===== src/rtl/sar_pkg.sv =====
package sar_pkg;
  typedef enum logic {
    ST_TRACK = 1'b0,
    ST_CONV  = 1'b1
  } sar_state_e;
endpackage


===== src/rtl/sar_strobe_gate.sv =====
// Samples the bus strobes once and turns them into qualified edge pulses.
module sar_strobe_gate (
  input  logic clk,
  input  logic rst,
  input  logic cs_n,
  input  logic wr_n,
  input  logic rd_n,
  output logic start_p,
  output logic rd_fall_p,
  output logic rd_act
);
  logic cs_q, wr_q, rd_q;
  logic wr_act_d, rd_act_d;
  logic wr_act;

  always_ff @(posedge clk) begin
    if (rst) begin
      cs_q     <= 1'b1;
      wr_q     <= 1'b1;
      rd_q     <= 1'b1;
      wr_act_d <= 1'b0;
      rd_act_d <= 1'b0;
    end else begin
      cs_q     <= cs_n;
      wr_q     <= wr_n;
      rd_q     <= rd_n;
      wr_act_d <= wr_act;
      rd_act_d <= rd_act;
    end
  end

  assign wr_act    = ~cs_q & ~wr_q;
  assign rd_act    = ~cs_q & ~rd_q;
  // write released while select still low: rising edge of the gated write
  assign start_p   = wr_act_d & wr_q & ~cs_q;
  assign rd_fall_p = rd_act & ~rd_act_d;
endmodule


===== src/rtl/sar_engine.sv =====
// Bit-serial approximation register, MSB first, one bit per enable.
module sar_engine #(
  parameter int W = 10
) (
  input  logic         clk,
  input  logic         rst,
  input  logic         start,
  input  logic         step_en,
  input  logic         cmp_hi,
  output logic         busy,
  output logic [W-1:0] trial,
  output logic         done,
  output logic [W-1:0] result
);
  import sar_pkg::*;

  localparam int          IW      = (W > 1) ? $clog2(W) : 1;
  localparam logic [IW-1:0] IDX_TOP = IW'(W - 1);
  localparam logic [IW-1:0] IDX_ONE = IW'(1);
  localparam logic [W-1:0]  MSB_BIT = {1'b1, {(W-1){1'b0}}};
  localparam logic [W-1:0]  LSB_BIT = {{(W-1){1'b0}}, 1'b1};

  sar_state_e    state;
  logic [IW-1:0] idx;
  logic [W-1:0]  settled;

  always_comb begin
    settled = trial;
    if (cmp_hi) settled[idx] = 1'b0;
  end

  assign busy   = (state == ST_CONV);
  assign done   = busy & step_en & (idx == '0);
  assign result = settled;

  always_ff @(posedge clk) begin
    if (rst) begin
      state <= ST_TRACK;
      trial <= '0;
      idx   <= '0;
    end else begin
      case (state)
        ST_TRACK: begin
          if (start) begin
            state <= ST_CONV;
            trial <= MSB_BIT;
            idx   <= IDX_TOP;
          end
        end
        ST_CONV: begin
          if (step_en) begin
            if (idx == '0) begin
              state <= ST_TRACK;
              trial <= settled;
            end else begin
              trial <= settled | (LSB_BIT << (idx - IDX_ONE));
              idx   <= idx - IDX_ONE;
            end
          end
        end
        default: state <= ST_TRACK;
      endcase
    end
  end
endmodule


===== src/rtl/sar_busctl.sv =====
// Bus-mapped SAR controller: strobe gating, approximation engine, result latch.
module sar_busctl #(
  parameter int W = 10
) (
  input  logic         clk,
  input  logic         rst,
  input  logic         cs_n,
  input  logic         wr_n,
  input  logic         rd_n,
  input  logic         conv_en,
  input  logic         cmp_hi,
  output logic [W-1:0] dac_code,
  output logic         hold,
  output logic         eoc_n,
  output logic [W-1:0] rd_data,
  output logic         rd_data_oe
);
  logic         start_p, rd_fall_p, rd_act;
  logic         busy, done;
  logic [W-1:0] result;
  logic [W-1:0] latch_q;
  logic         eoc_q;

  sar_strobe_gate u_gate (
    .clk       (clk),
    .rst       (rst),
    .cs_n      (cs_n),
    .wr_n      (wr_n),
    .rd_n      (rd_n),
    .start_p   (start_p),
    .rd_fall_p (rd_fall_p),
    .rd_act    (rd_act)
  );

  sar_engine #(.W(W)) u_engine (
    .clk     (clk),
    .rst     (rst),
    .start   (start_p),
    .step_en (conv_en),
    .cmp_hi  (cmp_hi),
    .busy    (busy),
    .trial   (dac_code),
    .done    (done),
    .result  (result)
  );

  always_ff @(posedge clk) begin
    if (rst) begin
      latch_q    <= '0;
      eoc_q      <= 1'b1;
      rd_data    <= '0;
      rd_data_oe <= 1'b0;
    end else begin
      if (done) begin
        latch_q <= result;
        eoc_q   <= 1'b0;
      end else if (rd_fall_p) begin
        eoc_q   <= 1'b1;
      end
      rd_data_oe <= rd_act;
      rd_data    <= rd_act ? latch_q : '0;
    end
  end

  assign eoc_n = eoc_q;
  // front end holds while converting and until the flag is released
  assign hold  = busy | ~eoc_q;
endmodule


===== config.mk =====
export PLATFORM = sky130hd
export DESIGN_NAME = sar_busctl
export DESIGN_NICKNAME = d
export VERILOG_FILES = /design/src/rtl/sar_pkg.sv /design/src/rtl/sar_strobe_gate.sv /design/src/rtl/sar_engine.sv /design/src/rtl/sar_busctl.sv
export SDC_FILE = /design/constraint.sdc
export NUM_CORES = 1
export LEC_CHECK = 0
export ABC_AREA = 1
export BUFFER_PORTS_ARGS = -buffer_cell sky130_fd_sc_hd__buf_2
export CORE_ASPECT_RATIO = 0.8
export CORE_MARGIN = 1.5
export CORE_UTILIZATION = 28
export DETAILED_ROUTE_END_ITERATION = 12
export GPL_ROUTABILITY_DRIVEN = 0
export GPL_TIMING_DRIVEN = 0
export PLACE_DENSITY_LB_ADDON = 0.3
export SKIP_CTS_REPAIR_TIMING = 1
export SYNTH_ARGS = -nofsm -noshare
export SYNTH_HDL_FRONTEND = slang
export SYNTH_SLANG_ARGS = --single-unit

===== constraint.sdc =====
create_clock -name clk -period 1.4 [get_ports clk]
set_input_delay 0.07 -clock clk [delete_from_list [all_inputs] [get_ports clk]]
set_output_delay 0.07 -clock clk [all_outputs]
set_load 0.01 [all_outputs]

After elaboration in Yosys (flattened, before gate mapping)
Cells that the tools add are included.
{ "classes": {"addsub": 1, "order_cmp": 2, "n_eq_ne": 3, "shift": 1, "mux": 17, "bitwise": 18, "reduce_logical": 6} }
{ "op_table": {"columns": ["operator", "count"], "rows": [
  ["2-to-1 mux 10 bit", 4],
  ["case mux 10 bit (2 select lines)", 1],
  ["2-to-1 mux 4 bit", 3],
  ["AND 10 bit", 1],
  ["inverter 10 bit", 1],
  ["OR 10 bit", 1],
  ["<< shifter 1 x 4 -> 10 bit, first input constant", 1],
  ["case mux 4 bit (2 select lines)", 1],
  ["AND 1 bit", 7],
  ["inverter 1 bit", 7],
  ["2-to-1 mux 1 bit", 6],
  ["inequality test 2 bit, second input constant", 3],
  ["< comparator 4 x 5 -> 1 bit, second input constant", 1],
  ["demux 1 bit (select 4 bit)", 1],
  [">= comparator 4 x 1 -> 1 bit, second input constant", 1],
  ["zero test 4 bit", 1],
  ["subtractor 4 x 1 -> 4 bit, second input constant", 1],
  ["AND reduction 3 bit", 1],
  ["case mux 1 bit (2 select lines)", 1],
  ["AND reduction 2 bit", 1],
  ["nonzero test 2 bit", 1],
  ["OR reduction 2 bit", 1],
  ["logical AND 1 bit", 1],
  ["OR 1 bit", 1]
]} }
{ "word_totals": {"regBits": 41, "in_bits": 7, "out_inout_bits": 23} }

Depth between registers and ports, before layout
{ "logic_depth": {"word_depth": 11, "mapped_depth": 10, "mapped_depth_nobuf": 10} }

Hierarchy
A second synthesis with hierarchy kept.
{ "hier_totals": {"hier_cells": 275, "area_unflattened_um2": 1920.6} }
{ "by_module_without_submodules": {"columns": ["mod", "instances", "cells_per_inst", "area_each_um2", "seq_area_each_um2"], "rows": [
  ["sar_engine", 1, 153, 983.4, 300.3],
  ["sar_busctl", 1, 103, 777.0, 440.4],
  ["sar_strobe_gate", 1, 19, 160.2, 100.1]
]} }

Worst setup path before layout
Ideal clock, no wire load.
{ "synth_timing": {"path_kind": "reg-to-reg", "startpoint": "register u_engine.idx[0]", "endpoint": "register u_engine.trial[0]", "setup_time_ns": 0.070, "t_arrival_ns": 1.380, "required_ns": 1.330, "setup_slack_ns": -0.051, "stages_incl_launch_ff": 11, "n_path_buf": 0, "synth_period_minus_slack_ns": 1.451, "path_cell_list": "dfxtp_1 -> inv_1 -> ha_1 -> inv_1 -> nand2_1 -> and2_4 -> nor2_2 -> nand2_1 -> nand2_1 -> nand2_1 -> a21oi_1"} }
{ "synth_via": {"elab_chain_len": 11, "elab_cells_between_ends": 15, "classes_between": "add/sub (1); order compare (2); shift (1); mux (6); bitwise (3); reduce/logical (2)"} }
{ "synth_lines": {"columns": ["item", "line", "text"], "rows": [
  ["from (decl)", "sar_engine.sv:24", "logic [IW-1:0] idx;"],
  ["from (signal assigned)", "sar_engine.sv:57", "idx <= idx - IDX_ONE;"],
  ["< comparator 4 x 5 -> 1 bit (not written as such) / >= comparator 4 x 1 -> 1 bit (equally long branches)", "sar_engine.sv:29", "if (cmp_hi) settled[idx] = 1'b0;"],
  ["logical AND 1 bit (not written as such)", "sar_engine.sv:29", null],
  ["2-to-1 mux 1 bit (not written as such)", "sar_engine.sv:29", null],
  ["demux 1 bit (select 4 bit)", null, null],
  ["inverter 10 bit (no line)", null, null],
  ["AND 10 bit (no line)", null, null],
  ["2-to-1 mux 10 bit", "sar_engine.sv:29", null],
  ["OR 10 bit", "sar_engine.sv:56", "trial <= settled | (LSB_BIT << (idx - IDX_ONE));"],
  ["2-to-1 mux 10 bit (*)", "sar_engine.sv:52", "if (idx == '0) begin"],
  ["2-to-1 mux 10 bit (*)", "sar_engine.sv:51", "if (step_en) begin"],
  ["case mux 10 bit (2 select lines) (*)", "sar_engine.sv:42", "case (state)"],
  ["to (signal assigned)", "sar_engine.sv:54", "trial <= settled;"],
  ["to (signal assigned)", "sar_engine.sv:56", null],
  ["to (decl)", "sar_engine.sv:11", "output logic [W-1:0] trial,"]
]} }
Every way passes the cells marked *; elsewhere a longest branch is shown, timed or not. The select of a mux whose other input is x is not followed.
A chain may end at the register's enable or synchronous reset.

Worst setup path after layout
{ "layout_timing": {"startpoint": "register u_engine.idx[0]", "endpoint": "register u_engine.trial[8]"} }
Same word-level chain as after synthesis.

==> qor.csv <==
stage,metric,value,unit
status,status,"finished, violations left",
status,violations,setup timing,
logic_synthesis,synth_seq_cells,41,
floorplanning,rows,25,
global_route,grt_use_total,12.3,%
global_route,grt_max_degree,15,
global_route,grt_pass1_wl,6450,um
logic_synthesis,yosysTopAreaCell,dfxtp_1,
sta,fin_tns_setup,-0.0121,ns
worst_setup_path,cp-start-kind,register,
global_route,antenna_found_initial,0,
floorplanning,design.core.area,0.00601,mm^2
cts,cts_num_sinks,41,
floorplanning,die_area,0.00684,mm^2
placement,detailed_place_hpwl,3040,um
layout,nets,296,
power,cellLeakagePower,1.02,nW
detailed_routing,vias_per_cell,4.48,
sta,worstMarginPinSlew,0.617,ns
cts,h-tree-depth,2,
detailed_routing,drc,0,
placement,io_buffers,28,
layout,diodes,0,
worst_setup_path,path_max_fanout,7,
sta,grt_setup_unrepaired,yes,
cts,clock_latency,0.29,ns
cts,cts_buffer_depth,2,
sta,setup_viol,1,
floorplanning,die_h,74.3,um
detailed_routing,first_iter_violations,64,
layout,syn2layout_area_growth,30.8,%
logic_synthesis,synth_cells,235,
sta,relSlewSlack,58.9,%
logic_synthesis,syn_avg_cell_area,7.56,um^2
sta,fin_ws,-0.0121,ns
detailed_routing,routedWlPerCell,11.6,um
layout,drive_above_1_share,31.2,%
worst_setup_path,crit_type,reg -> reg,
sta,final_hold_viol_count,0,
logic_synthesis,synth_cell_types,27,
logic_synthesis,synthesis.nets,250,
sta,fin_skew,0.00303,ns
sta,fmax,0.708,GHz
floorplanning,die_w,92.1,um
floorplanning,ios,30,
detailed_routing,drt_pass1_iterations,4,
global_route,gr-total-overflow,0,
floorplanning,initial_core_util,29.6,%
detailed_routing,antenna_left,0,
cts,ctsRootBufferMaster,clkbuf_8,
worst_setup_path,end_kind,register,
logic_synthesis,synth_area_leaders,"dfxtp_1 (46%), nand2_1 (12%), a21oi_1 (6.5%)",
cts,clk_pin_slew,0.08,ns
job,cap_viol_max_count,0,
sta,drv_slew,0,
logic_synthesis,yosysWarnings,0,
layout,layout.cells.non_filler,363,
power,p_total,2.37,mW
sta,final.min_clock_period,1.41,ns
logic_synthesis,seq_area_frac_synth,46.2,%
power,ir_drop,0.558,mV
detailed_routing,vias,1627,
cts,numCtsBuffers,5,
placement,dp_cells,344,
hold_path,hp-class,in -> reg,
worst_setup_path,critPathArrivalTime,1.57,ns
logic_synthesis,synth_area,0.00178,mm^2
power,pwr_density_cell,1020,mW/mm^2
detailed_routing,wirelength,4200,um
logic_synthesis,synth_top_cell_area_share,46.2,%
global_route,first_global_vias,1387,
sta,finalCritPeriodShare,101,%
cts,cts_tree,built,
worst_setup_path,required,1.56,ns
worst paths after layout:
check	from	end	slack (ns)	cells after the start
hold / removal	rst	u_engine.trial[7]	0.08	2
setup reg to reg	u_engine.idx[0]	u_engine.trial[8]	-0.01	7
hold reg to reg	latch_q[3]	rd_data[3]	0.43	2
setup / recovery	u_engine.idx[0]	u_engine.trial[8]	-0.01	7
critical path, cell delays in order (launching register included):
cell     delay, ns
dfxtp_4       0.37
inv_8         0.08
ha_1          0.19
nand2_1       0.06
o21ai_0       0.33
nand2_1       0.11
nand2_1       0.09
a21oi_2       0.05
cells in the final DEF, fill, tap and decap left out, types with 4 or more instances in the layout:
cell type and n:
ha_1 7, buf_4 9, buf_2 31, clkbuf_8 5, inv_1 19, nand2_2 6
inv_2 5, a21oi_2 4, nand3_1 13, nand2_1 57, o21ai_0 7, a21oi_1 19
nor2_1 18, o21ai_1 7, dfxtp_1 36
flip-flops by register name, summed over array words and instances (netlist names):
| register | flops |
|---|---|
| u_gate.wr_act_d | 1 |
| u_gate.rd_q | 1 |
| u_engine.trial | 10 |
| u_gate.wr_q | 1 |
| latch_q | 10 |
| u_engine.idx | 4 |
| rd_data | 10 |
| u_gate.rd_act_d | 1 |
| u_engine.busy | 1 |
| u_gate.cs_q | 1 |
| eoc_n | 1 |
cells by family (layout without fill, tap and decap cells):
group / count (synthesis) / after routing / share of synthesized area [%]
and+or+nand+nor: 110 / 110 / 28.0
buffers and inverters: 34 / 81 / 8.10
DFF: 41 / 41 / 46.2
adders and majority gates: 8 / 8 / 5.63
AOI/OAI and AO/OA: 42 / 42 / 12.1
per-layer routing:
layer / part of all wire [%] / routed length (um) / global-route usage [%]
met1: 50 / 2120 / 17.0
met2: 41 / 1740 / 18.7
met3: 7.6 / 320 / 3.58
met4: 0.45 / 19 / 3.76
met5: 0 / 0 / 0
final cells by class:
class,instances,area [um^2]
buffer,7,45.0
clock buffer,5,68.8
clock inverter,3,68.8
fill,647,3680
inverter,27,111
multi-input combinational,160,867
sequential,41,832
tap,81,101
timing repair buffer,39,230
Yosys cell counts, drive strengths merged:
cell    number
nor3         4
nor2        23
dfxtp       41
clkbuf       1
nand3       15
o21ai       16
inv         26
or2          3
a31oi        2
clkinv       1
ha           8
buf          6
o31ai        1
a21oi       23
and2         1
nand2       63
nand4        1
per-stage QoR:
step | cell area [um^2] | util, % | hold WS, ns | setup WS, ns
after floorplan | 1780 | - | 0.174 | 0.0472
after global placement | 2020 | 33.6 | 0.252 | -0.163
after detailed placement | 2020 | 33.6 | 0.256 | -0.165
after CTS | 2160 | 35.9 | -0.0535 | -0.191
after global routing | 2320 | 38.7 | 0.0877 | -0.0610
final | 2320 | 38.7 | 0.0754 | -0.0121
power breakdown:
group,internal [mW],switching [mW]
Sequential,1.17,0.00554
Clock,0.718,0.424
Combinational,0.0236,0.0337
Total,1.91,0.463
(Power assumes the default switching activity.)
